==> src/rtl/pia_pkg.sv <==
package pia_pkg;

    // Register word addresses on the bus
    localparam int unsigned PIA_ADDR_MASK = 0;
    localparam int unsigned PIA_ADDR_STAT = 1;

    // Default sticky positions: serial receive-complete (10), transmit-complete (11)
    localparam logic [31:0] PIA_STICKY_DEFAULT = 32'h0000_0C00;

    typedef enum logic [1:0] {
        SEL_MASK = 2'd0,
        SEL_STAT = 2'd1,
        SEL_NONE = 2'd2
    } reg_sel_e;

    typedef struct packed {
        logic     wr;
        reg_sel_e sel;
    } bus_op_t;

    function automatic reg_sel_e pia_decode(input logic [31:0] addr);
        if (addr == PIA_ADDR_MASK)      return SEL_MASK;
        else if (addr == PIA_ADDR_STAT) return SEL_STAT;
        else                            return SEL_NONE;
    endfunction

endpackage

==> src/rtl/pia_mask_regs.sv <==
module pia_mask_regs
    import pia_pkg::*;
#(
    parameter int NSRC = 32
) (
    input  logic            clk,
    input  logic            rst,
    input  bus_op_t         op,
    input  logic [NSRC-1:0] wdata,
    input  logic [NSRC-1:0] stat,
    output logic [NSRC-1:0] mask_q,
    output logic [NSRC-1:0] rdata
);

    always_ff @(posedge clk) begin
        if (rst) begin
            mask_q <= '0;
        end else if (op.wr && op.sel == SEL_MASK) begin
            mask_q <= wdata;
        end
    end

    always_comb begin
        unique case (op.sel)
            SEL_MASK: rdata = mask_q;
            SEL_STAT: rdata = stat;
            default:  rdata = '0;
        endcase
    end

endmodule

==> src/rtl/pia_status.sv <==
module pia_status #(
    parameter int              NSRC       = 32,
    parameter logic [NSRC-1:0] STICKY_MAP = NSRC'(32'h0000_0C00)
) (
    input  logic            clk,
    input  logic            rst,
    input  logic [NSRC-1:0] src,
    input  logic [NSRC-1:0] clr,
    output logic [NSRC-1:0] stat
);

    // clear requests only matter at sticky positions
    logic unused_clr;
    assign unused_clr = ^(clr & ~STICKY_MAP);

    for (genvar g = 0; g < NSRC; g++) begin : g_bit
        if (STICKY_MAP[g]) begin : g_sticky
            logic prev_q;
            logic hold_q;
            logic rise;

            assign rise = src[g] & ~prev_q;

            always_ff @(posedge clk) begin
                if (rst) begin
                    prev_q <= 1'b0;
                    hold_q <= 1'b0;
                end else begin
                    prev_q <= src[g];
                    // a fresh edge beats a simultaneous clear
                    hold_q <= rise | (hold_q & ~clr[g]);
                end
            end

            assign stat[g] = hold_q;
        end else begin : g_level
            assign stat[g] = src[g];
        end
    end

endmodule

==> src/rtl/pia_prio.sv <==
module pia_prio #(
    parameter int NSRC  = 32,
    parameter int IDX_W = $clog2(NSRC)
) (
    input  logic [NSRC-1:0]  pend,
    output logic [IDX_W-1:0] idx,
    output logic             vld
);

    // lowest set bit wins: scan from the top so lower hits overwrite
    always_comb begin
        idx = '0;
        for (int i = NSRC - 1; i >= 0; i--) begin
            if (pend[i]) idx = IDX_W'(i);
        end
    end

    assign vld = |pend;

endmodule

==> src/rtl/periph_irq_aggr.sv <==
module periph_irq_aggr
    import pia_pkg::*;
#(
    parameter int              NSRC       = 32,
    parameter int              AW         = 4,
    parameter logic [NSRC-1:0] STICKY_MAP = PIA_STICKY_DEFAULT,
    localparam int             IDX_W      = $clog2(NSRC)
) (
    input  logic             clk,
    input  logic             rst,
    input  logic [NSRC-1:0]  src_lvl,
    input  logic             bus_wr,
    input  logic [AW-1:0]    bus_addr,
    input  logic [NSRC-1:0]  bus_wdata,
    output logic [NSRC-1:0]  bus_rdata,
    output logic             irq_req,
    output logic [IDX_W-1:0] svc_idx,
    output logic             svc_vld
);

    bus_op_t         op;
    logic [NSRC-1:0] mask_q;
    logic [NSRC-1:0] stat_w;
    logic [NSRC-1:0] clr_w;
    logic [NSRC-1:0] pend_w;

    assign op.wr  = bus_wr;
    assign op.sel = pia_decode(32'(bus_addr));

    assign clr_w = (bus_wr && op.sel == SEL_STAT) ? (bus_wdata & STICKY_MAP) : '0;

    pia_status #(
        .NSRC       (NSRC),
        .STICKY_MAP (STICKY_MAP)
    ) u_status (
        .clk  (clk),
        .rst  (rst),
        .src  (src_lvl),
        .clr  (clr_w),
        .stat (stat_w)
    );

    pia_mask_regs #(
        .NSRC (NSRC)
    ) u_regs (
        .clk    (clk),
        .rst    (rst),
        .op     (op),
        .wdata  (bus_wdata),
        .stat   (stat_w),
        .mask_q (mask_q),
        .rdata  (bus_rdata)
    );

    assign pend_w  = stat_w & mask_q;
    assign irq_req = |pend_w;

    pia_prio #(
        .NSRC  (NSRC),
        .IDX_W (IDX_W)
    ) u_prio (
        .pend (pend_w),
        .idx  (svc_idx),
        .vld  (svc_vld)
    );

endmodule

==> config.mk <==
export PLATFORM = sky130hd
export DESIGN_NAME = periph_irq_aggr
export DESIGN_NICKNAME = d
export VERILOG_FILES = /design/src/rtl/pia_pkg.sv /design/src/rtl/pia_mask_regs.sv /design/src/rtl/pia_status.sv /design/src/rtl/pia_prio.sv /design/src/rtl/periph_irq_aggr.sv
export SDC_FILE = /design/constraint.sdc
export NUM_CORES = 1
export LEC_CHECK = 0
export ABC_AREA = 1
export CORE_MARGIN = 5
export CORE_UTILIZATION = 30
export DETAILED_ROUTE_END_ITERATION = 12
export DONT_BUFFER_PORTS = 1
export HOLD_SLACK_MARGIN = 0.12
export PLACE_DENSITY = 0.41
export SYNTH_ARGS = -nofsm -noshare
export SYNTH_HDL_FRONTEND = slang
export SYNTH_SLANG_ARGS = --single-unit
==> constraint.sdc <==
create_clock -name clk -period 3.1 [get_ports clk]
set_input_delay 0.62 -clock clk [delete_from_list [all_inputs] [get_ports clk]]
set_output_delay 0.62 -clock clk [all_outputs]
set_load 0.01 [all_outputs]
## Word-level counts from Yosys, hierarchy flattened

Cells that the tools add are included.

| word-level totals | value |
|---|---|
| word-level logic and storage cells | 59 |
| output and inout bits | 39 |
| flip-flop bits (word level) | 36 |
| bits of input ports | 71 |

| operators by class | value |
|---|---|
| equality and inequality tests | 2 |
| multiplexer cells | 36 |
| reductions and logical operators | 5 |
| bitwise logic cells | 11 |

Operators by type and width:

| kind | number |
|---|---|
| 5-bit 2-to-1 mux | 32 |
| 32-bit case mux with 2 select lines | 1 |
| 32-bit AND | 1 |
| 32-bit OR reduction | 1 |
| 12-bit 2-to-1 mux | 1 |
| 1-bit AND | 4 |
| 4-bit by 1-bit == test with 1-bit output (second input constant) | 1 |
| 4-bit logical NOT | 1 |
| 2-bit 2-to-1 mux | 2 |
| 1-bit NOT | 4 |
| 2-bit by 1-bit == test with 1-bit output (second input constant) | 1 |
| 1-bit logical AND | 2 |
| 2-bit logical NOT | 1 |
| 1-bit OR | 2 |

## Logic depth before layout (Yosys ltp)

Gate-level depths: netlist of run 1.

| logic depth | value |
|---|---|
| depth after elaboration | 33 |
| depth in mapped cells | 32 |
| depth with buffers taken out | 32 |

## Cells and area by module

A second synthesis of run 1 with hierarchy kept.

| second synthesis, totals | value |
|---|---|
| cells, all modules | 581 |
| area total of the unflattened synthesis | 3144.3 um2 |

Modules (own cells, without submodules):

| module | seq. area each (um2) | area an instance (um2) | cells each | instances |
|---|---|---|---|---|
| pia_mask_regs | 640.6 | 1889.3 | 318 | 1 |
| pia_prio | 0.0 | 470.5 | 107 | 1 |
| periph_irq_aggr | 0.0 | 402.9 | 105 | 1 |
| pia_status | 80.1 | 381.6 | 51 | 1 |

## Worst setup path after synthesis of run 1

No wires, ideal clock.

| timing path | value |
|---|---|
| path kind | input-to-output |
| start | input port src_lvl[31] |
| end | output port svc_idx[0] |
| cell stages on the path | 32 |
| data required time | 2.480 ns |
| path buffers | 0 |
| data arrival time | 2.092 ns |
| path slack | 0.388 ns |
| cells stage by stage | nand2_1 -> inv_1 -> nand2_1 -> nand2_1 -> nand2_1 -> nand2_1 -> nand2_1 -> nand2_1 -> nand2_1 -> nand2_1 -> nand2_1 -> nand2_1 -> nand2_1 -> nand2_1 -> nand2_1 -> nand2_1 -> nand2_1 -> nand2_1 -> nand2_1 -> nand2_1 -> nand2_1 -> nand2_1 -> nand2_1 -> nand2_1 -> nand2_1 -> nand2_1 -> nand2_1 -> nand2_1 -> nand2_1 -> nand2_1 -> nand2_1 -> a21oi_2 |

| on the way | value |
|---|---|
| cells in the longest elaborated chain, start to end | 33 |

RTL lines:

| what | line | source |
|---|---|---|
| start, declared | periph_irq_aggr.sv:11 | `input logic [NSRC-1:0] src_lvl,` |
| 32-bit AND | periph_irq_aggr.sv:55 | `assign pend_w = stat_w & mask_q;` |
| 5-bit 2-to-1 mux (32 in series) | pia_prio.sv:14 | `if (pend[i]) idx = IDX_W'(i);` |
| end, declared | periph_irq_aggr.sv:17 | `output logic [IDX_W-1:0] svc_idx,` |

No other way between the ends.

## Worst setup path after layout of run 1

| timing path | value |
|---|---|
| start | register u_regs.mask_q[31] |
| end | output port svc_idx[0] |

| on the way | value |
|---|---|
| cells in the longest elaborated chain, start to end | 33 |

RTL lines:

| what | line | source |
|---|---|---|
| start, declared | pia_mask_regs.sv:11 | `output logic [NSRC-1:0] mask_q,` |
| start signal, assigned | pia_mask_regs.sv:19 | `mask_q <= wdata;` |
| 32-bit AND | periph_irq_aggr.sv:55 |  |
| 5-bit 2-to-1 mux (32 in series) | pia_prio.sv:14 |  |

No other way between the ends.

==> results of run 1 <==
==> cell families (layout without fill, tap and decap cells) <==
kind of cell	count (synthesis)	in the layout	share of synthesized area [%]
AO/OA/AOI/OAI	105	105	26.0
buffers and inverters	55	51	10.1
AND/OR/NAND/NOR	150	150	29.2
flip-flops	36	36	34.7
==> routing by layer <==
metal  up-vias  track usage (%)  share of wire [%]
li1       1095                -                  -
met1       909             17.3                 43
met2        59             25.6                 48
met3         4             5.23                8.7
met4         0             3.66               0.75
met5         -                0                  0
==> synth_stat cells <==
master	instances	area share [%]
a31oi_1	3	0.90
inv_1	39	7.0
or3_1	1	0.30
buf_4	1	0.36
nand2_2	9	2.7
nor2_1	28	5.1
a21boi_0	1	0.36
o21bai_1	1	0.36
nand2_4	2	1.1
o31ai_1	1	0.36
dfxtp_1	36	35
a21oi_1	34	8.2
nor3_1	1	0.24
nand3_1	2	0.48
o21ai_0	64	15
clkbuf_1	15	2.7
nand2_1	107	19
a21oi_2	1	0.42
==> worst register-to-register path, stage by stage (launching register included) <==
cell and delay [ps]:
dfxtp_1 330, a21oi_1 140, nor2_1 50
==> worst min path at each step <==
stage | endpoint | slack [ps] | cells past startpoint
after floorplan | u_regs.mask_q[14] | 440 | 2
after global placement | u_regs.mask_q[3] | 450 | 2
after detailed placement | u_regs.mask_q[15] | 460 | 2
after CTS | u_status.g_bit[10].g_sticky.hold_q | 390 | 1
after global routing | u_status.g_bit[10].g_sticky.hold_q | 380 | 1
final | u_status.g_bit[10].g_sticky.hold_q | 400 | 1
==> area by class of cell <==
cell class / count / area, um^2 / area share [%]
repair buffers: 5 / 62.6 / 2.75
flip-flops and latches: 36 / 722 / 31.7
well taps: 80 / 100 / 4.40
multi-input cells: 255 / 1170 / 51.3
clock inverters: 1 / 5.00 / 0.220
inverters: 39 / 146 / 6.43
clock buffers: 6 / 72.6 / 3.19
==> registers in the layout (all words and copies together) (netlist names) <==
signal                          cells
u_regs.mask_q                      32
u_status.g_bit.g_sticky.hold_q      2
u_status.g_bit.g_sticky.prev_q      2
==> metrics by stage <==
step	hold WS (ps)	cell area, um^2	std cells	worst slack (ps)
3_5_place_dp	457	2180	415	156
3_3_place_gp	453	2180	415	152
6_report	400	2280	422	181
2_1_floorplan	439	2080	346	388
5_1_grt	382	2280	422	-199
4_1_cts	385	2260	422	115
==> power by group through the flow <==
| stage | Combinational [mW] | Clock, mW | Sequential (mW) |
|---|---|---|---|
| after floorplan | 0.0977 | 0 | 0.491 |
| after CTS | 0.121 | 0.338 | 0.482 |
| after global placement | 0.120 | 0 | 0.492 |
| final | 0.120 | 0.315 | 0.482 |
| after global routing | 0.142 | 0.351 | 0.484 |
| after detailed placement | 0.120 | 0 | 0.492 |
==> impl_metrics.tcl, run 1 <==
set metrics [dict create \
    crit_end "svc_idx[0]" \
    core-area_um2 6760 \
    avgSynthCellArea_um2 6.01 \
    postCtsSetupBuffers 0 \
    cpLargestDelayFamily "simple AND/OR/NAND/NOR gates" \
    syn_to_final_growth_pct 9.51 \
    cpMaxStageDelayCell "dfxtp_2" \
    final_common_cell "nand2_1" \
    ys_types 18 \
    cts_buffers 5 \
    fp-row-count 30 \
    dieHeight_um 93.2 \
    insertion_delay_ps 280 \
    drive_above_1_share_pct 8.77 \
    num-nets-final 413 \
    final_cell_mix "nand2_1, o21ai_0, inv_1, dfxtp_1, a21oi_1" \
    setup_violations 0 \
    cts_resized 0 \
    post-route-period-util_pct 94.2 \
    path_clk_slew_ps 70 \
    start_util_pct 30.8 \
    rsz0062_at_grt "true" \
    grt_pass1_vias 2105 \
    p_leak_nw 0.968 \
    pwr-share-clk_pct 34.4 \
    r2r_setup_slack_ps 2480 \
    numPortBuffers 0 \
    cts_hold_buffers 0 \
    cp_max_fo 2 \
    crit_start "u_regs.mask_q[31]" \
    synth-seq-cells 36 \
    cts_tree "built" \
    post-route-min-period_ps 2920 \
    grt_pass1_wl_um 10200 \
    design_power_total_mw 0.917 \
    switchingPower_mw 0.251 \
    outcome "completed" \
    p_comb_share_pct 13.1 \
    reg2reg_from "u_status.g_bit[11].g_sticky.hold_q" \
    postSynthCellCount 346 \
    critPathArrivalTime_ps 2300 \
    antenna_found_initial 0 \
    tns_ps 0 \
    syn_area_um2 2080 \
    vdd.ir_drop.worst_mv 0.126 \
    grt_max_degree 43 \
    wl_per_cell_um 14.6 \
    maxCapViolCount 0 \
    track_usage_pct 14.8 \
    sw_frac_of_total_pct 27.4 \
    p_seq_share_pct 52.5 \
    place_congestion 0.683 \
    drv_slew 0 \
    required_ps 2480 \
    routed_wl_um 6160 \
    antennaDiodeCount 0 \
    drc 0 \
    synth_fp_nets 417 \
    cpPeakStageDelay_ps 340 \
    path_depth 32 \
    die_x_um 93.2 \
    overflow 0 \
    rr_worst_depth 2 \
    power_density_nw_per_um2 403 \
    dr.pass1.iters 4 \
    holdCritStartpoint "rst" \
    clock.fmax_mhz 343 \
    ant_nets 0 \
    reg2reg_to "u_status.g_bit[11].g_sticky.hold_q" \
    critPathCaptureType "primary output" \
    cts_max_level 2 \
    slew-limit-headroom_pct 39.0 \
    hold_viol_final 0 \
    io_pins 110 \
    die_area_um2 8690 \
    p_int_mw 0.666 \
    finalCoreUtilization_pct 33.7 \
    hold_path.class "input port to flop" \
    yosys_warnings 0 \
    nFillCells 791 \
    vias 2067 \
    worst_slew_pin_slew_ps 913 \
    via_per_inst 4.90 \
    yosysSeqAreaShare_pct 34.7 \
    start_kind "flop" \
    fin_skew_ps 0.557 \
    cpMostUsedCell "nand2_1" \
    critPathBufInv 1 \
    cts_buffer_depth 2 \
    place_hpwl_um 4780 \
    clkSinkCount 36 \
    path_class "flop to primary output" \
    dr.first_iter.drc_count 93 \
    root_buffer "clkbuf_8" \
]
No activity file was read; power rests on OpenSTA's default activity.
==> run 2, diff against run 1 <==
Clock period 3.1 ns to 3.3 ns, I/O delays scaled along.
==> impl_metrics.tcl, run 2 (same netlist as run 1, synthesis figures left out) <==
set metrics [dict create \
    outcome "completed" \
    start_util_pct 30.8 \
    final_common_cell "nand2_1" \
    largest_reg_flops 32 \
    drv_slew 0 \
    die_x_um 93.2 \
    hold_path.class "input port to flop" \
    clock.fmax_mhz 334 \
    p_seq_share_pct 50.8 \
    dr.pass1.iters 4 \
    num-nets-final 413 \
    switchingPower_mw 0.240 \
    place_congestion 0.692 \
    cts_tree "built" \
    antennaDiodeCount 0 \
    top_regs "u_regs.mask_q x32, u_status.g_bit.g_sticky.hold_q x2, u_status.g_bit.g_sticky.prev_q x2" \
    maxCapViolCount 0 \
    ant_nets 0 \
    worst_slew_pin_slew_ps 900 \
    sw_frac_of_total_pct 26.9 \
    pwr-share-clk_pct 36.7 \
    drive_above_1_share_pct 8.75 \
    vdd.ir_drop.worst_mv 0.153 \
    met1_usage_pct 17.9 \
    antenna_found_initial 0 \
    fp-row-count 30 \
    io_pins 110 \
    cts_max_level 2 \
    grt_pass1_wl_um 10000 \
    p_int_mw 0.651 \
    numPortBuffers 0 \
    dieHeight_um 93.2 \
    final_cell_mix "nand2_1, o21ai_0, inv_1, dfxtp_1, a21oi_1" \
    cts_buffers 5 \
    die_area_um2 8690 \
    insertion_delay_ps 280 \
    start_kind "input port" \
    cts_buffer_depth 2 \
    path_clk_slew_ps 70 \
    nFillCells 793 \
    top_usage_layer "met2" \
    fin_skew_ps 0.210 \
    post-route-min-period_ps 2990 \
    path_class "input port to primary output" \
    slew-limit-headroom_pct 40.0 \
    track_usage_pct 14.5 \
    largest_register "u_regs.mask_q" \
    vias 2103 \
    critPathArrivalTime_ps 2330 \
    hold_viol_final 0 \
    syn_to_final_growth_pct 8.91 \
    clkSinkCount 36 \
    dr.first_iter.drc_count 83 \
    core-area_um2 6760 \
    routed_wl_um 6150 \
    cpMaxStageDelayCell "a21oi_4" \
    postCtsSetupBuffers 0 \
    critPathCaptureType "primary output" \
    setup_violations 0 \
    grtUsageMet2_pct 23.8 \
    grt_use_met3_pct 4.91 \
    wl_per_cell_um 14.5 \
    cpMostUsedCell "nand2_1" \
    fin_hold_ws_ps 441 \
    required_ps 2640 \
    drc 0 \
    overflow 0 \
    grt_max_degree 43 \
    cp_max_fo 2 \
    root_buffer "clkbuf_8" \
    post-route-period-util_pct 90.7 \
    rsz0062_at_grt "true" \
    grt_pass1_vias 2021 \
    p_leak_nw 0.959 \
    power_density_nw_per_um2 394 \
    place_hpwl_um 4750 \
    tns_ps 0 \
    cpPeakStageDelay_ps 180 \
    p_comb_share_pct 12.5 \
    via_per_inst 4.97 \
]
run 2: changes by cell type in the layout (fill, tap and decap cells not counted), sizes merged:
cell    before  now
clkbuf       6    8
clkinv       1    0
run 2: through the flow:
step                      worst slack [ps]  util (%)  cell area [um^2]  total power, mW  cells
final                                  307      33.5              2260            0.891    423
after global routing                 -59.1      33.5              2260            0.950    423
after CTS                              272      33.3              2250            0.910    423
after detailed placement               285      31.9              2160            0.574    415
after global placement                 268      31.9              2160            0.574    415
after floorplan                        508         -              2080            0.553    346
run 2: power by group through the flow:
| stage | Combinational [mW] | Clock (mW) | Sequential (mW) |
|---|---|---|---|
| global route | 0.131 | 0.365 | 0.454 |
| CTS | 0.112 | 0.345 | 0.452 |
| detailed placement | 0.112 | 0 | 0.463 |
| floorplan | 0.0918 | 0 | 0.461 |
| global placement | 0.111 | 0 | 0.462 |
| finish | 0.112 | 0.327 | 0.453 |
run 2: metal layers:
layer / vias to the layer above / wire length (um)
met3: 7 / 543
li1: 1089 / -
met1: 940 / 2600
met2: 67 / 2950
met4: 0 / 59
met5: - / 0
run 2: worst paths after layout:
path	slack, ps	cells after the start	endpoint	start
min	440	1	u_status.g_bit[10].g_sticky.hold_q	rst
min reg2reg	470	2	u_regs.mask_q[1]	u_regs.mask_q[1]
max	310	32	svc_idx[0]	src_lvl[31]
max reg2reg	2690	2	u_status.g_bit[11].g_sticky.hold_q	u_status.g_bit[11].g_sticky.hold_q
run 2: cell type report:
| type | count | area (um^2) | share of cell area (%) |
|---|---|---|---|
| Timing Repair Buffer | 5 | 37.5 | 1.66 |
| Sequential cell | 36 | 722 | 31.9 |
| Tap cell | 80 | 100 | 4.42 |
| Inverter | 39 | 146 | 6.47 |
| Multi-Input combinational cell | 255 | 1170 | 51.6 |
| Clock buffer | 8 | 90.1 | 3.98 |
run 2: worst max-delay path, delay by kind of cell:
family / cells / cell delay, ps
simple gates: 30 / 1440
compound gates: 1 / 180
buf+inv: 1 / 40
run 2: what timing repair did:
item,in CTS,in global routing
hold buffers,0,0
gates resized for setup,0,6
setup endpoints to repair,0,1
==> run 3, diff against run 2 <==
Settings changed: PLACE_DENSITY 0.41 to not set.
==> impl_metrics.tcl, run 3 (same netlist as run 1, synthesis figures left out) <==
set metrics [dict create \
    root_buffer "clkbuf_8" \
    drc 0 \
    path_class "input port to primary output" \
    track_usage_pct 14.3 \
    post-route-min-period_ps 2990 \
    cpMostUsedCell "nand2_1" \
    wl_per_cell_um 14.3 \
    start_kind "input port" \
    antennaDiodeCount 0 \
    path_clk_slew_ps 70 \
    fin_cells 423 \
    nFillCells 772 \
    core-area_um2 6760 \
    whs_path_depth 1 \
    io_pins 110 \
    outcome "completed" \
    drv_slew 0 \
    fin_skew_ps 0.138 \
    rr_worst_depth 2 \
    reg2reg_from "u_status.g_bit[10].g_sticky.hold_q" \
    rsz0062_at_grt "false" \
    via_per_inst 4.88 \
    post-route-period-util_pct 90.5 \
    place_congestion 0.732 \
    dp_cells 415 \
    clkSinkCount 36 \
    cts_max_level 2 \
    insertion_delay_ps 280 \
    start_util_pct 30.8 \
    holdCritStartpoint "rst" \
    power_density_nw_per_um2 393 \
    hold_viol_final 0 \
    top_regs "u_regs.mask_q x32, u_status.g_bit.g_sticky.hold_q x2, u_status.g_bit.g_sticky.prev_q x2" \
    cpMaxStageDelayCell "a21oi_2" \
    drive_above_1_share_pct 8.75 \
    tns_ps 0 \
    overflow 0 \
    required_ps 2640 \
    critPathArrivalTime_ps 2330 \
    hold_path.class "input port to flop" \
    setup_slack_ps 313 \
    clock.fmax_mhz 335 \
    dp_slack_ps 292 \
    largest_register "u_regs.mask_q" \
    maxCapViolCount 0 \
    antenna_found_initial 0 \
    worst_slew_pin_slew_ps 879 \
    cts_resized 0 \
    reg2reg_to "u_status.g_bit[10].g_sticky.hold_q" \
    final_cell_mix "nand2_1, o21ai_0, inv_1, dfxtp_1, a21oi_1" \
    die_x_um 93.2 \
    grt_max_degree 37 \
    hold_path_end "u_status.g_bit[11].g_sticky.prev_q" \
    slew-limit-headroom_pct 41.3 \
    p_leak_nw 0.969 \
    grt_pass1_vias 2064 \
    largest_reg_flops 32 \
    vias 2063 \
    ant_nets 0 \
    dieHeight_um 93.2 \
    critPathCaptureType "primary output" \
    r2r_setup_slack_ps 2660 \
    cts_buffers 5 \
    cts_buffer_depth 2 \
    routed_wl_um 6050 \
    fp-row-count 30 \
    setup_violations 0 \
    postCtsSetupBuffers 0 \
    finalCoreUtilization_pct 33.5 \
    dr.pass1.iters 4 \
    syn_to_final_growth_pct 9.03 \
    dr.first_iter.drc_count 76 \
    cts_tree "built" \
    grt_pass1_wl_um 9830 \
    cpPeakStageDelay_ps 200 \
    place_hpwl_um 4680 \
    die_area_um2 8690 \
    final_common_cell "nand2_1" \
    vdd.ir_drop.worst_mv 0.151 \
    numPortBuffers 0 \
    num-nets-final 413 \
    cp_max_fo 2 \
    cts_hold_buffers 0 \
]
run 3: changes by cell type in the layout (fill, tap and decap cells not counted), moves of 2 or more:
cell      change
nand2_2       -2
clkinv_2      +2
nand2_1       +2
clkbuf_1      -2
run 3: final cells by class:
class	instances	area, um^2	area share, %
clock buffer	6	82.6	3.64
clock inverter	2	10.0	0.442
inverter	39	146	6.46
multi-input combinational	255	1150	51.0
sequential	36	722	31.9
tap	80	100	4.42
timing repair buffer	5	50.0	2.21
run 3: routing by layer:
layer	part of all wire, %	track usage, %	up-vias
met5	0	0	-
met4	1.1	3.66	0
met3	9.3	5.15	7
met2	48	25.5	75
met1	41	16.0	890
li1	-	-	1091
run 3: through the flow:
step / total power [mW] / hold WS (ps) / cell area (um^2)
after floorplan: 0.553 / 439 / 2080
after global placement: 0.572 / 448 / 2170
after detailed placement: 0.574 / 457 / 2170
after CTS: 0.911 / 424 / 2260
after global routing: 0.954 / 416 / 2270
final: 0.891 / 439 / 2270
run 3: critical path, delay by kind of cell:
family                 cells  cell delay, ps
and+or+nand+nor           30            1430
buffers and inverters      1              40
AOI/OAI and AO/OA          1             200
run 3: where the power goes:
part           total, mW  switching, mW  internal, mW
clock network      0.329          0.163         0.167
logic              0.109         0.0761        0.0332
registers          0.453        0.00653         0.446
total              0.891          0.245         0.646
run 3: worst max-delay path by stage:
stage,startpoint,to,slack [ps],cells past startpoint
finish,src_lvl[31],svc_idx[0],310,32
detailed placement,src_lvl[31],svc_idx[0],290,32
CTS,src_lvl[31],svc_idx[0],280,32
global route,u_regs.mask_q[31],svc_idx[0],1,32
floorplan,src_lvl[31],svc_idx[0],510,32
global placement,src_lvl[31],svc_idx[0],280,32
